<file path="src/rtl/fa_pkg.sv">
package fa_pkg;
  typedef enum logic {
    FA_SRC_LINE = 1'b0,
    FA_SRC_LOOP = 1'b1
  } fa_src_e;

  typedef struct packed {
    logic strobe;
    logic pulse;
  } fa_marks_t;
endpackage

</file>
<file path="src/rtl/fa_src_sel.sv">
module fa_src_sel
  import fa_pkg::*;
(
  input  logic line_bit,
  input  logic loop_bit,
  input  logic loop_en,
  output logic sel_bit
);
  fa_src_e src;

  always_comb begin
    src     = loop_en ? FA_SRC_LOOP : FA_SRC_LINE;
    sel_bit = (src == FA_SRC_LOOP) ? loop_bit : line_bit;
  end
endmodule

</file>
<file path="src/rtl/fa_window.sv">
module fa_window #(
  parameter int unsigned BYTE_W = 8,
  parameter int unsigned REP    = 3,
  parameter logic [BYTE_W-1:0] HEAD = 8'hF6,
  parameter logic [BYTE_W-1:0] TAIL = 8'h28
) (
  input  logic clk,
  input  logic rst_n,
  input  logic vld,
  input  logic din,
  output logic hit
);
  localparam int unsigned WIN_W = 2 * REP * BYTE_W;

  function automatic logic [WIN_W-1:0] build_word();
    logic [WIN_W-1:0] w;
    w = '0;
    for (int i = 0; i < 2 * REP; i++) begin
      w[WIN_W-1-i*BYTE_W -: BYTE_W] = (i < REP) ? HEAD : TAIL;
    end
    return w;
  endfunction

  function automatic logic [WIN_W-1:0] shift_in(logic [WIN_W-1:0] w, logic b);
    return {w[WIN_W-2:0], b};
  endfunction

  localparam logic [WIN_W-1:0] WORD = build_word();

  logic [WIN_W-1:0] win_q;
  logic [WIN_W-1:0] win_nx;

  always_comb begin
    win_nx = shift_in(win_q, din);
    hit    = (win_nx == WORD);
  end

  always_ff @(posedge clk) begin
    if (!rst_n) win_q <= '0;
    else if (vld) win_q <= win_nx;
  end

  // history moves only on valid bits
  assert_win_hold_R7: assert property (@(posedge clk) disable iff (!rst_n)
    !vld |=> $stable(win_q));
endmodule

</file>
<file path="src/rtl/fa_arm_ctl.sv">
module fa_arm_ctl (
  input  logic clk,
  input  logic rst_n,
  input  logic oof,
  input  logic match_vld,
  output logic armed,
  output logic arm_rise
);
  logic oof_q;
  logic disarm;
  logic armed_nx;

  always_comb begin
    arm_rise = oof & ~oof_q;
    disarm   = armed & ~oof & match_vld;
    if (arm_rise)    armed_nx = 1'b1;
    else if (disarm) armed_nx = 1'b0;
    else             armed_nx = armed;
  end

  always_ff @(posedge clk) begin
    if (!rst_n) begin
      oof_q <= 1'b0;
      armed <= 1'b0;
    end else begin
      oof_q <= oof;
      armed <= armed_nx;
    end
  end

  // armed hunt survives while oof is high
  assert_arm_hold_R3: assert property (@(posedge clk) disable iff (!rst_n)
    (armed && oof) |=> armed);
  // arming comes only from an oof rising edge
  assert_arm_cause_R3: assert property (@(posedge clk) disable iff (!rst_n)
    $rose(armed) |-> $past(arm_rise));
  // disarming comes only from a match with oof low
  assert_disarm_cause_R4: assert property (@(posedge clk) disable iff (!rst_n)
    $fell(armed) |-> $past(match_vld && !oof));
endmodule

</file>
<file path="src/rtl/fa_phase.sv">
module fa_phase #(
  parameter int unsigned BYTE_W = 8
) (
  input  logic clk,
  input  logic rst_n,
  input  logic vld,
  input  logic realign,
  output logic on_last
);
  localparam int unsigned CNT_W = (BYTE_W > 1) ? $clog2(BYTE_W) : 1;
  localparam logic [CNT_W-1:0] LAST = CNT_W'(BYTE_W - 1);

  function automatic logic [CNT_W-1:0] step(logic [CNT_W-1:0] c);
    return (c == LAST) ? '0 : c + 1'b1;
  endfunction

  logic [CNT_W-1:0] cnt;

  assign on_last = (cnt == LAST);

  always_ff @(posedge clk) begin
    if (!rst_n)       cnt <= '0;
    else if (realign) cnt <= '0;
    else if (vld)     cnt <= step(cnt);
  end

  // idle cycles leave the phase alone
  assert_phase_idle_R7: assert property (@(posedge clk) disable iff (!rst_n)
    (!vld && !realign) |=> $stable(cnt));
  // a realignment restarts the byte count
  assert_phase_restart_R3: assert property (@(posedge clk) disable iff (!rst_n)
    realign |=> (cnt == '0));
  // mid-byte valid bits advance the phase by one
  assert_phase_step_R7: assert property (@(posedge clk) disable iff (!rst_n)
    (vld && !realign && !on_last) |=> (cnt == $past(cnt) + 1'b1));
endmodule

</file>
<file path="src/rtl/frame_aligner.sv">
module frame_aligner
  import fa_pkg::*;
#(
  parameter int unsigned BYTE_W = 8,
  parameter int unsigned REP    = 3,
  parameter logic [BYTE_W-1:0] HEAD = 8'hF6,
  parameter logic [BYTE_W-1:0] TAIL = 8'h28
) (
  input  logic clk,
  input  logic rst_n,
  input  logic line_bit,
  input  logic loop_bit,
  input  logic loop_en,
  input  logic bit_vld,
  input  logic oof,
  output logic byte_strobe,
  output logic frame_pulse
);
  logic      sel_bit;
  logic      hit;
  logic      match_vld;
  logic      armed;
  logic      arm_rise;
  logic      on_last;
  logic      realign;
  logic      aligned_hit;
  fa_marks_t marks_d;
  fa_marks_t marks_q;

  fa_src_sel u_src (
    .line_bit (line_bit),
    .loop_bit (loop_bit),
    .loop_en  (loop_en),
    .sel_bit  (sel_bit)
  );

  fa_window #(.BYTE_W(BYTE_W), .REP(REP), .HEAD(HEAD), .TAIL(TAIL)) u_win (
    .clk   (clk),
    .rst_n (rst_n),
    .vld   (bit_vld),
    .din   (sel_bit),
    .hit   (hit)
  );

  fa_arm_ctl u_arm (
    .clk       (clk),
    .rst_n     (rst_n),
    .oof       (oof),
    .match_vld (match_vld),
    .armed     (armed),
    .arm_rise  (arm_rise)
  );

  fa_phase #(.BYTE_W(BYTE_W)) u_phase (
    .clk     (clk),
    .rst_n   (rst_n),
    .vld     (bit_vld),
    .realign (realign),
    .on_last (on_last)
  );

  always_comb begin
    match_vld      = bit_vld & hit;
    realign        = match_vld & armed;
    aligned_hit    = match_vld & on_last;
    marks_d.pulse  = realign | aligned_hit;
    marks_d.strobe = bit_vld & (realign | on_last);
  end

  always_ff @(posedge clk) begin
    if (!rst_n) marks_q <= '0;
    else        marks_q <= marks_d;
  end

  assign byte_strobe = marks_q.strobe;
  assign frame_pulse = marks_q.pulse;

  // a frame pulse always lands on a byte boundary
  assert_pulse_on_byte_R9: assert property (@(posedge clk) disable iff (!rst_n)
    frame_pulse |-> byte_strobe);
  // a byte strobe follows a valid bit
  assert_strobe_needs_bit_R7: assert property (@(posedge clk) disable iff (!rst_n)
    byte_strobe |-> $past(bit_vld));
  // a misaligned match while disarmed stays silent
  assert_frozen_silent_R5: assert property (@(posedge clk) disable iff (!rst_n)
    (match_vld && !armed && !on_last) |=> !frame_pulse);
  // an armed match with oof low leaves the hunt disarmed
  assert_one_shot_R4: assert property (@(posedge clk) disable iff (!rst_n)
    (realign && !oof && !arm_rise) |=> !armed);
endmodule

</file>
<file path="config.mk">
export PLATFORM = sky130hd
export DESIGN_NAME = frame_aligner
export DESIGN_NICKNAME = d
export VERILOG_FILES = /design/src/rtl/fa_pkg.sv /design/src/rtl/fa_src_sel.sv /design/src/rtl/fa_window.sv /design/src/rtl/fa_arm_ctl.sv /design/src/rtl/fa_phase.sv /design/src/rtl/frame_aligner.sv
export SDC_FILE = /design/constraint.sdc
export NUM_CORES = 1
export LEC_CHECK = 0
export ABC_AREA = 1
export BUFFER_PORTS_ARGS = -buffer_cell sky130_fd_sc_hd__buf_2
export CORE_MARGIN = 10
export CORE_UTILIZATION = 59
export CTS_CLUSTER_SIZE = 8
export DETAILED_ROUTE_END_ITERATION = 10
export GPL_TIMING_DRIVEN = 0
export PLACE_DENSITY_LB_ADDON = 0.2
export SLEW_MARGIN = 15
export SYNTH_ARGS = -nofsm -noshare
export SYNTH_HDL_FRONTEND = slang
export SYNTH_SLANG_ARGS = --single-unit
</file>
<file path="constraint.sdc">
create_clock -name clk -period 1.4 [get_ports clk]
set_input_delay 0.14 -clock clk [delete_from_list [all_inputs] [get_ports clk]]
set_output_delay 0.14 -clock clk [all_outputs]
set_load 0.01 [all_outputs]
</file>
== Word-level counts from Yosys, hierarchy flattened ==
Cells that the tools add are included.

* Add/subtract/negate cells: 1
* Equality and inequality tests: 2
* Muxes and demuxes: 5
* Bitwise operators: 12
* Reduce and logical (&&, ||, !) cells: 2

{| class="wikitable"
|+ Operator list
! operator !! number
|-
| $eq A48 B48 Y1 const B || 1
|-
| $and A1 B1 Y1 || 7
|-
| $mux W1 || 4
|-
| $add A3 B1 Y3 const B || 1
|-
| $eq A3 B3 Y1 const B || 1
|-
| $mux W3 || 1
|-
| $not A1 Y1 || 3
|-
| $or A1 B1 Y1 || 2
|-
| $reduce_bool A2 Y1 || 1
|-
| $reduce_or A2 Y1 || 1
|}

* Register bits after elaboration: 54
* Input bits: 7
* Output and inout port bits: 2
* Logic and storage cells: 28

== Depth between registers and ports, before layout ==
Gate-level depths: netlist of the first run.

* Depth in word-level cells: 7
* Mapped depth: 10
* Gate-level depth less buffers: 9

== Cells and area by module ==
Synthesis of the first run repeated with hierarchy kept, for this count alone.

* Cell total of the unflattened synthesis: 277
* Area total of the unflattened synthesis: 2,180.8 um^2

{| class="wikitable"
|+ By module, submodules not included
! module !! instances !! cells an instance !! area each (um^2)
|-
| fa_window || 1 || 232 || 1,861.8
|-
| fa_phase || 1 || 19 || 142.6
|-
| frame_aligner || 1 || 11 || 86.3
|-
| fa_arm_ctl || 1 || 11 || 75.1
|-
| fa_src_sel || 1 || 4 || 15.0
|}

== Least setup slack after synthesis of the first run ==
No wires, ideal clock.

* Kind: reg2reg
* Start: register u_win.win_q[33]
* End: register u_phase.cnt[1]
* Arrival: 0.979 ns
* Data required time: 1.284 ns
* Slack: 0.305 ns
* Cell stages (with the launch flop): 8
* Path buffers: 0
* Clock period less this slack: 1.095 ns
* Cell sequence: dfxtp_1 > inv_1 > nor3_1 > nand2_1 > nor2_1 > nand3_2 > nand2_2 > nor2_1

* Word-level cells in the longest chain between the ends: 4

{| class="wikitable"
|+ Ends and longest elaborated chain
! element !! line !! source
|-
| start, declared || fa_window.sv:30 || <nowiki>logic [WIN_W-1:0] win_q;</nowiki>
|-
| start signal, assigned || fa_window.sv:40 || <nowiki>else if (vld) win_q <= win_nx;</nowiki>
|-
| $eq A48 B48 Y1 || fa_window.sv:35 || <nowiki>hit = (win_nx == WORD);</nowiki>
|-
| $and A1 B1 Y1 || frame_aligner.sv:63 || <nowiki>match_vld = bit_vld & hit;</nowiki>
|-
| $and A1 B1 Y1 || frame_aligner.sv:64 || <nowiki>realign = match_vld & armed;</nowiki>
|-
| $reduce_or A2 Y1 (no source line) || - ||
|-
| end signal, assigned || fa_phase.sv:24 || <nowiki>else if (vld) cnt <= step(cnt);</nowiki>
|-
| end, declared || fa_phase.sv:17 || <nowiki>logic [CNT_W-1:0] cnt;</nowiki>
|}

Every way passes these cells.
A chain may end at the register's enable or synchronous reset.

== Worst setup path in the final report of the first run ==
* Start: register u_win.win_q[32]
* End: register u_phase.cnt[1]

The elaborated chain is that of the path after synthesis.

==> results of run 1 <==
==> cells in the final DEF, fill, tap and decap left out, drive strengths merged <==
master / synthesis / final
a21oi: 23 / 23
buf: 5 / 11
clkbuf: 10 / 17
clkinv: 0 / 1
dfxtp: 54 / 54
ha: 2 / 2
inv: 26 / 26
mux2i: 2 / 2
nand2: 39 / 39
nand3: 3 / 3
nand4: 3 / 3
nor2: 81 / 81
nor3: 5 / 5
o21ai: 47 / 47
==> registers in the layout (all words and copies together), names as in the netlist <==
register / flops
u_arm.armed: 1
u_phase.cnt: 3
frame_pulse: 1
byte_strobe: 1
u_win.win_q: 47
u_arm.oof_q: 1
==> per-stage QoR <==
step / hold WS [ns] / total power [uW] / cells / cell area [um2]
floorplan: 0.233 / 1910 / 300 / 2170
global placement: 0.353 / 1970 / 352 / 2260
detailed placement: 0.353 / 1990 / 352 / 2260
CTS: 0.0342 / 2850 / 360 / 2350
global route: 0.0466 / 2980 / 360 / 2360
finish: 0.0396 / 2840 / 360 / 2360
==> cell families after synthesis <==
kind of cell    after synthesis  synth area share [%]
flops                        54                  49.8
compound gates               70                  16.3
simple gates                131                  24.3
mux                           2                 0.922
fa+ha+maj                     2                  1.15
buf+inv                      41                  7.55
==> Yosys cell counts <==
| library cell | n |
|---|---|
| a21oi_1 | 22 |
| a21oi_2 | 1 |
| buf_1 | 3 |
| buf_2 | 1 |
| buf_6 | 1 |
| clkbuf_1 | 9 |
| clkbuf_2 | 1 |
| dfxtp_1 | 54 |
| ha_1 | 2 |
| inv_1 | 24 |
| inv_2 | 2 |
| mux2i_1 | 2 |
| nand2_1 | 37 |
| nand2_2 | 1 |
| nand2_4 | 1 |
| nand3_1 | 2 |
| nand3_2 | 1 |
| nand4_1 | 3 |
| nor2_1 | 80 |
| nor2_2 | 1 |
| nor3_1 | 5 |
| o21ai_0 | 45 |
| o21ai_1 | 2 |
==> worst max-delay path, stage by stage (launching register included) <==
cell and delay [ns]:
dfxtp_1 0.32, inv_1 0.06, nor2_1 0.14, nand2_1 0.07, nor2_1 0.13, nand2_1 0.09
nor2_2 0.11, nand3_2 0.10, nand2_2 0.09, nor2_1 0.04
==> final timing paths <==
check	from	endpoint	slack, ns
worst max-delay path	u_win.win_q[32]	u_phase.cnt[1]	0.15
worst min register to register	u_win.win_q[22]	u_win.win_q[23]	0.49
worst max register to register	u_win.win_q[32]	u_phase.cnt[1]	0.15
worst min-delay path	oof	u_arm.oof_q	0.04
==> power by group <==
| part | switching (uW) | total, uW | internal (uW) |
|---|---|---|---|
| Clock | 480 | 879 | 400 |
| Sequential | 62.9 | 1690 | 1630 |
| Combinational | 172 | 266 | 93.8 |
| Total | 715 | 2840 | 2120 |
==> layer usage <==
| layer | wire length (um) | vias up | global-route usage [%] |
|---|---|---|---|
| met5 | 0 | - | 0 |
| met4 | 59 | 0 | 4.50 |
| met3 | 258 | 7 | 4.79 |
| met2 | 2100 | 37 | 24.0 |
| met1 | 2080 | 876 | 18.0 |
| li1 | - | 979 | - |
==> layout make-up <==
type / count / share of cell area (%)
clock inverters: 1 / 0.212
well taps: 46 / 2.44
inverters: 26 / 4.14
multi-input cells: 205 / 39.6
plain buffers: 15 / 2.81
repair buffers: 6 / 1.27
flip-flops and latches: 54 / 45.9
clock buffers: 7 / 3.66
==> metrics.md, run 1 <==
| Metric | Value |
|---|---|
| Area share of the largest cell type after synthesis | `49.8%` |
| Syn Area/Cell | `7.24 um2` |
| Die Height | `about 80 um` |
| Startpoint types | `flop` |
| RSZ-0062 raised after global routing | `false` |
| Least-Margin Pin Slew | `0.570 ns` |
| Vias in the first global route | `between 1500 and 2000` |
| Die Area | `~6500 um2` |
| ANT nets after route | `0` |
| Total Wirelength | `~4500 um` |
| Antenna violations before repair | `0` |
| Max Fanout on Critical Path | `3` |
| Max_cap viols | `0` |
| Final min period | `between 1 and 1.5 ns` |
| Fill cell count | `~310` |
| Pre-CTS WS | `between 0.07 and 0.08 ns` |
| Worst R2R Path Depth | `9` |
| Multi-input combinational cell area | `a little over 900 um2` |
| Reg area | `about 1100 um2` |
| Peak VDD IR | `about 0.0009 V` |
| CTS Buffer Depth | `2` |
| Largest net degree at the start of global routing | `16` |
| CP required | `1.60 ns` |
| Num Clock Sinks | `54` |
| Pwr/cell area | `about 1200 nW/um2` |
| Status | `finished clean` |
| LEAKAGE | `0.000999 uW` |
| Setup crit end kind | `flop` |
| Synth Warn # | `0` |
| Period Utilization, post-route | `between 80 and 90%` |
| Drt wl/cell | `around 13 um` |
| TritonRoute pass-1 iters | `5` |
| Synth unique cells | `23` |
| Util after Layout | `between 60 and 70%` |
| Remaining global-route overflow | `0` |
| Global-route wire length before repair | `around 7700 um` |
| Master cell of the clock root buffer | `clkbuf_8` |
| Initial DRC count | `between 100 and 150` |
| CTS clk-pin slew, worst paths | `0.09 ns` |
| CTS resizes | `0` |
| FMAX | `803 MHz` |
| Initial Utilization | `a little over three fifths` |
| Synthesized flop and latch total | `54` |
| Post-Syn Area | `2170 um2` |
| HP Class | `in2reg` |
| Vias/cell | `around 5.3` |
| Synth Net Count | `between 300 and 400` |
| Hold Path Depth | `3` |
| Clk_lat worst skew | `0.30 ns` |
| Setup TNS | `0 ns` |
| Yosys top cell by area | `dfxtp_1` |
| Sequential area share after synthesis | `49.8%` |
| Final WS setup | `about 0.15 ns` |
| Top Ports | `9` |
| Die W | `a little over 80 um` |
| Final hold violations | `0` |
| H-tree depth | `2` |
| Gate Count Post-Synth | `300` |
| DRC | `0` |
| Clock Skew | `between 0.004 and 0.005 ns` |
| Gr usage total | `between 10% and 20%` |
| Row cnt | `21` |
| Share of cells above drive strength 1 | `under 10%` |
| Inserted Diodes | `0` |
| CTS tree | `done` |
| HPWL Detailed | `approximately 3200 um` |
| Setup Buffers After CTS | `0` |
| Max Slew Vio Count | `0` |
| Worst Path Class, Setup | `reg2reg` |
| Relative slew margins | `approximately three fifths` |
| CORE AREA | `3440 um2` |
| Total Nets Final | `322` |
| Placer Congestion | `around 0.87` |
| Number of buffers created by CTS | `5` |
| Crit path DAT | `~1.5 ns` |
| Number of port buffers | `6` |
| Hold Buf Count CTS | `0` |
| Top post-synthesis cells by area | `dfxtp_1 (50%), nor2_1 (14%), o21ai_0 (10%), nand2_1 (6.4%), a21oi_1 (5.1%)` |
| Final setup viols | `0` |
| Routed vias | `between 1500 and 2000` |
| Area Growth Syn to Fin | `8.59%` |
(Power assumes the default switching activity.)
==> inputs of run 2 (changes only) <==
--- a/config.mk
+++ b/config.mk
@@ -8,7 +8,7 @@
 export ABC_AREA = 1
 export BUFFER_PORTS_ARGS = -buffer_cell sky130_fd_sc_hd__buf_2
 export CORE_MARGIN = 10
-export CORE_UTILIZATION = 59
+export CORE_UTILIZATION = 54
 export CTS_CLUSTER_SIZE = 8
 export DETAILED_ROUTE_END_ITERATION = 10
 export GPL_TIMING_DRIVEN = 0
==> constraint.sdc (replaced) <==
create_clock -name clk -period 1.1 [get_ports clk]
set_input_delay 0.11 -clock clk [delete_from_list [all_inputs] [get_ports clk]]
set_output_delay 0.11 -clock clk [all_outputs]
set_load 0.01 [all_outputs]
==> run 2 against run 1 <==
Net effect: the run now ends with setup timing left; non-clock buffer count increased by 10; first-iteration DRC count increased by 23%; critical path depth unchanged; register-to-register slack got worse by 0.27 ns; flip-flop and latch count unchanged; maximum frequency increased by 2.1%; worst hold slack got worse by 0.034 ns; final cell count increased by 3.3%; clock power increased by 47%; largest cell class unchanged.
==> metrics.md, run 2 (same netlist as run 1, synthesis figures left out) <==
| Metric | Value |
|---|---|
| Relative slew margins | `64.2% (was 62.0%)` |
| Max Slew Vio Count | `0 (unchanged)` |
| Final WS setup | `-0.120 ns (was 0.155 ns)` |
| Startpoint types | `flop (unchanged)` |
| Global route hottest layer | `met2 (unchanged)` |
| Fill cell count | `311 (was 308)` |
| Pwr/cell area | `1500 nW/um2 (was 1200 nW/um2)` |
| Master cell of the clock root buffer | `clkbuf_8 (unchanged)` |
| Drt wl/cell | `12.8 um (was 12.5 um)` |
| Worst Path Class, Setup | `reg2reg (unchanged)` |
| Setup crit end kind | `flop (unchanged)` |
| Top flop regs | `u_win.win_q (47), u_phase.cnt (3) (unchanged)` |
| WHS Endpoint | `u_arm.oof_q (unchanged)` |
| Top Ports | `9 (unchanged)` |
| Die Area | `6960 um2 (was 6510 um2)` |
| Total power | `3850 uW (was 2840 uW)` |
| Final Instance Area | `2560 um2 (was 2360 um2)` |
| Period Utilization, post-route | `111% (was 88.9%)` |
| Final min period | `1.22 ns (was 1.25 ns)` |
| Num Clock Sinks | `54 (unchanged)` |
| Max Fanout on Critical Path | `3 (unchanged)` |
| Initial DRC count | `148 (was 120)` |
| Number of port buffers | `6 (unchanged)` |
| Routed vias | `1916 (was 1899)` |
| ANT nets after route | `0 (unchanged)` |
| DRC | `0 (unchanged)` |
| LEAKAGE | `0.00107 uW (was 0.000999 uW)` |
| Reg area | `1110 um2 (was 1080 um2)` |
| CORE AREA | `3770 um2 (was 3440 um2)` |
| Antenna violations before repair | `0 (unchanged)` |
| Share of cells above drive strength 1 | `27.5% (was 7.96%)` |
| Met3 usage | `4.10% (was 4.79%)` |
| Cell at the slowest stage of the critical path | `dfxtp_2 (was dfxtp_1)` |
| Worst R2R Path Depth | `9 (unchanged)` |
| Global-route wire length before repair | `8050 um (was 7750 um)` |
| Grt met1 use | `17.3% (was 18.0%)` |
| Max reg flops | `47 (unchanged)` |
| RSZ-0062 raised after global routing | `true (was false)` |
| Total Wirelength | `4760 um (was 4510 um)` |
| Placer Congestion | `0.853 (was 0.867)` |
| CP Cell Sequence | `inv_2 -> nor2_4 -> nand2_1 -> nor2_2 -> nand2_1 -> nor2_2 -> nand3_2 -> nand2_2 -> nor2_1 (was inv_1 -> nor2_1 -> nand2_1 -> nor2_1 -> nand2_1 -> nor2_2 -> nand3_2 -> nand2_2 -> nor2_1)` |
| Gr usage total | `13.7% (was 14.8%)` |
| HP Start | `oof (unchanged)` |
| CTS Buffer Depth | `2 (unchanged)` |
| Clock Skew | `0.00788 ns (was 0.00478 ns)` |
| M2 GR Usage | `21.6% (was 24.0%)` |
| HP Class | `in2reg (unchanged)` |
| CP peak stage delay | `0.34 ns (was 0.32 ns)` |
| H-tree depth | `2 (unchanged)` |
| Inserted Diodes | `0 (unchanged)` |
| Crit path DAT | `1.43 ns (was 1.45 ns)` |
| Hold_ws | `0.00598 ns (was 0.0396 ns)` |
| Remaining global-route overflow | `0 (unchanged)` |
| Biggest register | `u_win.win_q (unchanged)` |
| R2r endpoint | `u_phase.cnt[1] (unchanged)` |
| Hold Path Depth | `3 (unchanged)` |
| TritonRoute pass-1 iters | `4 (was 5)` |
| HPWL Detailed | `3100 um (was 3200 um)` |
| FMAX | `820 MHz (was 803 MHz)` |
| CP required | `1.31 ns (was 1.60 ns)` |
| Placed inst area | `2260 um2 (about the same)` |
| Vias in the first global route | `1754 (was 1760)` |
| Vias/cell | `5.15 (was 5.28)` |
| Cells after DPL | `354 (was 352)` |
| Max_cap viols | `0 (unchanged)` |
| Most common cell after layout, fill and taps aside | `nor2_1 (unchanged)` |
| Multi-input combinational cell area | `1010 um2 (was 933 um2)` |
| Area Growth Syn to Fin | `18.2% (was 8.59%)` |
| Worst R2R Setup Slack | `-0.12 ns (was 0.15 ns)` |
| Initial Utilization | `57.6% (was 63.1%)` |
| Status | `complete, but fails checks (was finished clean)` |
| Reg-to-Reg Start | `u_win.win_q[32] (unchanged)` |
| Final hold violations | `0 (unchanged)` |
| Clk_lat worst skew | `0.32 ns (was 0.30 ns)` |
| Peak VDD IR | `0.000745 V (was 0.000925 V)` |
| Total Nets Final | `332 (was 322)` |
| Number of buffers created by CTS | `5 (unchanged)` |
| CTS clk-pin slew, worst paths | `0.10 ns (was 0.09 ns)` |
| Largest net degree at the start of global routing | `16 (unchanged)` |
| Die W | `83.4 um (was 80.7 um)` |
| Failing checks | `setup timing` |
| Die Height | `83.4 um (was 80.7 um)` |
| Row cnt | `22 (was 21)` |
| Least-Margin Pin Slew | `0.537 ns (was 0.570 ns)` |
| Fin cells | `372 (was 360)` |
| Most frequent cells in the layout | `nor2_1 (67), o21ai_0 (45), nand2_1 (30), dfxtp_1 (30), dfxtp_2 (23) (was nor2_1 (79), dfxtp_1 (54), o21ai_0 (45), nand2_1 (37), inv_1 (24))` |
| Final setup viols | `6 (was 0)` |
| CTS tree | `done (unchanged)` |
==> run 2: cell types whose count changed in the layout (fill, tap and decap cells not counted), moves of 8 or more <==
cell / before / now
buf_4: 0 / 10
dfxtp_1: 54 / 30
dfxtp_2: 0 / 23
inv_1: 24 / 16
inv_2: 2 / 10
nor2_1: 79 / 67
nor2_2: 2 / 11
==> run 2: repair_timing <==
item,4_1_cts,5_1_grt
hold endpoints to repair,0,0
hold buffers,0,0
endpoints found under the setup margin,6,6
pin swaps,11,25
setup buffers,9,1
resized for setup,24,36
==> run 2: worst max path at each step <==
stage               startpoint              to  slack (ns)  cells after the start
5_1_grt        u_win.win_q[32]     u_arm.armed       -0.25                      9
6_report       u_win.win_q[32]  u_phase.cnt[1]       -0.12                      9
3_5_place_dp   u_win.win_q[36]  u_phase.cnt[1]       -0.24                      7
2_1_floorplan  u_win.win_q[33]  u_phase.cnt[1]       0.005                      7
4_1_cts        u_win.win_q[41]  u_phase.cnt[1]       -0.09                      9
3_3_place_gp   u_win.win_q[35]  u_phase.cnt[1]       -0.21                      7
==> run 2: stage by stage <==
stage	utilization (%)	setup WS (ns)	setup TNS, ns
after detailed placement	60.0	-0.238	-1.18
after floorplan	-	0.00542	0
after global placement	60.0	-0.205	-1.02
after global routing	68.0	-0.246	-1.15
after CTS	65.9	-0.0898	-0.325
final	68.0	-0.120	-0.474
==> run 2: layer usage <==
metal / vias to the layer above / routed length [um] / share of wire (%)
li1: 1001 / - / -
met1: 872 / 2250 / 47
met2: 37 / 2230 / 47
met3: 6 / 208 / 4.4
met4: 0 / 63 / 1.3
met5: - / 0 / 0
==> run 2: cell type report <==
class | instances | share of cell area (%)
clock buffer | 8 | 4.29
timing repair buffer | 16 | 4.10
inverter | 26 | 3.80
multi-input combinational | 205 | 39.5
sequential | 54 | 43.4
tap | 48 | 2.34
buffer | 15 | 2.59
==> run 2: report_power, final <==
group	internal [uW]	switching [uW]	leakage, uW
sequential	2080	88.6	0.000454
combinational	156	242	0.000559
clock	637	650	0.0000575
total	2870	980	0.00107
==> run 2: critical path, delay by kind of cell (launching register included) <==
| kind | cells | cell delay, ns |
|---|---|---|
| DFF | 1 | 0.34 |
| buffers and inverters | 1 | 0.05 |
| and+or+nand+nor | 8 | 0.70 |
==> inputs of run 3 (changes only) <==
--- a/config.mk
+++ b/config.mk
@@ -17,3 +17,4 @@
 export SYNTH_ARGS = -nofsm -noshare
 export SYNTH_HDL_FRONTEND = slang
 export SYNTH_SLANG_ARGS = --single-unit
+export TNS_END_PERCENT = 30
==> run 3 against run 2 <==
Net effect: the run still ends with setup timing left; utilization decreased by 1.5 points; power down 0.39%; worst hold slack got worse by 0.0027 ns; sequential share of layout area rose by 0.75 points; sequential power is essentially flat; combinational power decreased by 5.3%; critical path depth unchanged; largest cell class unchanged; largest power group unchanged.
==> metrics.md, run 3 (same netlist as run 1, synthesis figures left out) <==
| Metric | Value |
|---|---|
| Met2 WL | `2170 um (was 2230 um)` |
| Most common cell after layout, fill and taps aside | `nor2_1 (unchanged)` |
| CTS Buffer Depth | `2 (unchanged)` |
| Max Slew Vio Count | `0 (unchanged)` |
| Worst Path Class, Setup | `reg2reg (unchanged)` |
| Register share of total power | `56.5% (was 56.3%)` |
| Final setup viols | `6 (unchanged)` |
| Fill cell count | `327 (was 311)` |
| Total Wirelength | `4690 um (was 4760 um)` |
| Met3 Wirelength | `338 um (was 208 um)` |
| Status | `complete, but fails checks (unchanged)` |
| Max reg flops | `47 (unchanged)` |
| DRC | `0 (unchanged)` |
| Final min period | `1.23 ns (was 1.22 ns)` |
| Routed vias | `1939 (was 1916)` |
| Area Growth Syn to Fin | `15.6% (was 18.2%)` |
| Clock Skew | `0.00365 ns (was 0.00788 ns)` |
| Clk pwr share | `33.7% (was 33.4%)` |
| Relative slew margins | `64.0% (was 64.2%)` |
| Peak VDD IR | `0.000748 V (was 0.000745 V)` |
| Biggest register | `u_win.win_q (unchanged)` |
| Top Ports | `9 (unchanged)` |
| TritonRoute pass-1 iters | `4 (unchanged)` |
| Vias in the first global route | `1690 (was 1754)` |
| Die Area | `6960 um2 (unchanged)` |
| CP peak stage delay | `0.36 ns (was 0.34 ns)` |
| Hold_ws | `0.00329 ns (was 0.00598 ns)` |
| Row cnt | `22 (unchanged)` |
| Least-Margin Pin Slew | `0.540 ns (was 0.537 ns)` |
| CP required | `1.31 ns (about the same)` |
| Top sig layer | `met4 (unchanged)` |
| Pwr/cell area | `1530 nW/um2 (was 1500 nW/um2)` |
| Drt wl/cell | `12.8 um (about the same)` |
| Fin cells | `367 (was 372)` |
| Total Nets Final | `327 (was 332)` |
| Logic gate share of total power | `9.8% (was 10.3%)` |
| HP Class | `in2reg (unchanged)` |
| Cells after DPL | `354 (unchanged)` |
| Most frequent cells in the layout | `nor2_1 (71), o21ai_0 (45), dfxtp_1 (34), nand2_1 (31), a21oi_1 (22) (was nor2_1 (67), o21ai_0 (45), nand2_1 (30), dfxtp_1 (30), dfxtp_2 (23))` |
| Vias/cell | `5.28 (was 5.15)` |
| Cell at the slowest stage of the critical path | `dfxtp_2 (unchanged)` |
| Antenna violations before repair | `0 (unchanged)` |
| FMAX | `810 MHz (was 820 MHz)` |
| Final WS setup | `-0.135 ns (was -0.120 ns)` |
| Placed inst area | `2260 um2 (unchanged)` |
| Global-route wire length before repair | `7680 um (was 8050 um)` |
| Inserted Diodes | `0 (unchanged)` |
| Clk_lat worst skew | `0.32 ns (about the same)` |
| Placer Congestion | `0.853 (unchanged)` |
| Remaining global-route overflow | `0 (unchanged)` |
| Failing checks | `setup timing (unchanged)` |
| HPWL Detailed | `3100 um (unchanged)` |
| ANT nets after route | `0 (unchanged)` |
| Sw Ratio | `25.5% (was 25.4%)` |
| Int Pwr | `2860 uW (was 2870 uW)` |
| Largest net degree at the start of global routing | `16 (unchanged)` |
| Die Height | `83.4 um (unchanged)` |
| H-tree depth | `2 (unchanged)` |
| Crit path DAT | `1.45 ns (was 1.43 ns)` |
| Hold Buf Count CTS | `0 (unchanged)` |
| Gr usage total | `13.1% (was 13.7%)` |
| Setup TNS | `-0.578 ns (was -0.474 ns)` |
| Final hold violations | `0 (unchanged)` |
| CTS clk-pin slew, worst paths | `0.09 ns (was 0.10 ns)` |
| Master cell of the clock root buffer | `clkbuf_8 (unchanged)` |
| CP Cell Sequence | `nand2_2 -> inv_2 -> nand2_1 -> nor2_2 -> nand2_1 -> nor2_2 -> nand3_2 -> nand2_2 -> nor2_1 (was inv_2 -> nor2_4 -> nand2_1 -> nor2_2 -> nand2_1 -> nor2_2 -> nand3_2 -> nand2_2 -> nor2_1)` |
| Num Clock Sinks | `54 (unchanged)` |
| Max Fanout on Critical Path | `3 (unchanged)` |
| Period Utilization, post-route | `112% (was 111%)` |
| P_sw | `979 uW (was 980 uW)` |
| Number of buffers created by CTS | `5 (unchanged)` |
| RSZ-0062 raised after global routing | `true (unchanged)` |
| Number of port buffers | `6 (unchanged)` |
| Final Instance Area | `2510 um2 (was 2560 um2)` |
| CORE AREA | `3770 um2 (unchanged)` |
| Util after Layout | `66.6% (was 68.0%)` |
| Die W | `83.4 um (unchanged)` |
| CTS tree | `done (unchanged)` |
| Max_cap viols | `0 (unchanged)` |
| Top flop regs | `u_win.win_q (47), u_phase.cnt (3) (unchanged)` |
| Initial DRC count | `159 (was 148)` |
| Share of cells above drive strength 1 | `22.3% (was 27.5%)` |
| Initial Utilization | `57.6% (unchanged)` |
| Startpoint types | `flop (unchanged)` |
| Post-Route M1 WL | `2120 um (was 2250 um)` |
| Setup crit end kind | `flop (unchanged)` |
| LEAKAGE | `0.00105 uW (was 0.00107 uW)` |
-- run 3: repair_timing --
action | CTS | global route
setup buffers | 0 | 5
pin swaps | 5 | 20
gates cloned | 0 | 0
setup endpoints to repair | 6 | 6
gates resized for setup | 18 | 29
-- run 3: stage by stage --
step / power, uW / worst slack [ns]
floorplan: 2430 / 0.00542
global placement: 2520 / -0.205
detailed placement: 2530 / -0.238
CTS: 3790 / -0.109
global route: 4000 / -0.231
finish: 3840 / -0.135
-- run 3: final timing paths --
kind,depth (start not counted),slack [ns],startpoint,endpoint
max,9,-0.13,u_win.win_q[30],u_phase.cnt[1]
min,3,0.003,oof,u_arm.oof_q
max reg2reg,9,-0.13,u_win.win_q[30],u_phase.cnt[1]
min reg2reg,2,0.48,u_win.win_q[0],u_win.win_q[1]
-- run 3: area by class of cell --
cell class	count	area [um2]	share of cell area, %
multi-input cells	205	1000	39.8
plain buffers	15	66.3	2.64
flip-flops and latches	54	1110	44.2
repair buffers	11	67.6	2.69
inverters	26	97.6	3.89
well taps	48	60.1	2.39
clock buffers	8	110	4.39
-- run 3: power groups by stage --
stage	clock [uW]	combinational [uW]	sequential, uW
2_1_floorplan	0	258	2170
3_3_place_gp	0	325	2190
3_5_place_dp	0	333	2190
4_1_cts	1290	339	2160
5_1_grt	1380	435	2180
6_report	1290	377	2170
-- run 3: layer usage --
metal,track usage (%),up-vias
li1,-,992
met1,16.8,883
met2,20.0,58
met3,4.10,6
met4,4.62,0
met5,0,-
-- run 3: worst max-delay path, delay by kind of cell (launching register included) --
family | cells | cell delay [ns]
buffers and inverters | 1 | 0.05
DFF | 1 | 0.36
and+or+nand+nor | 8 | 0.73
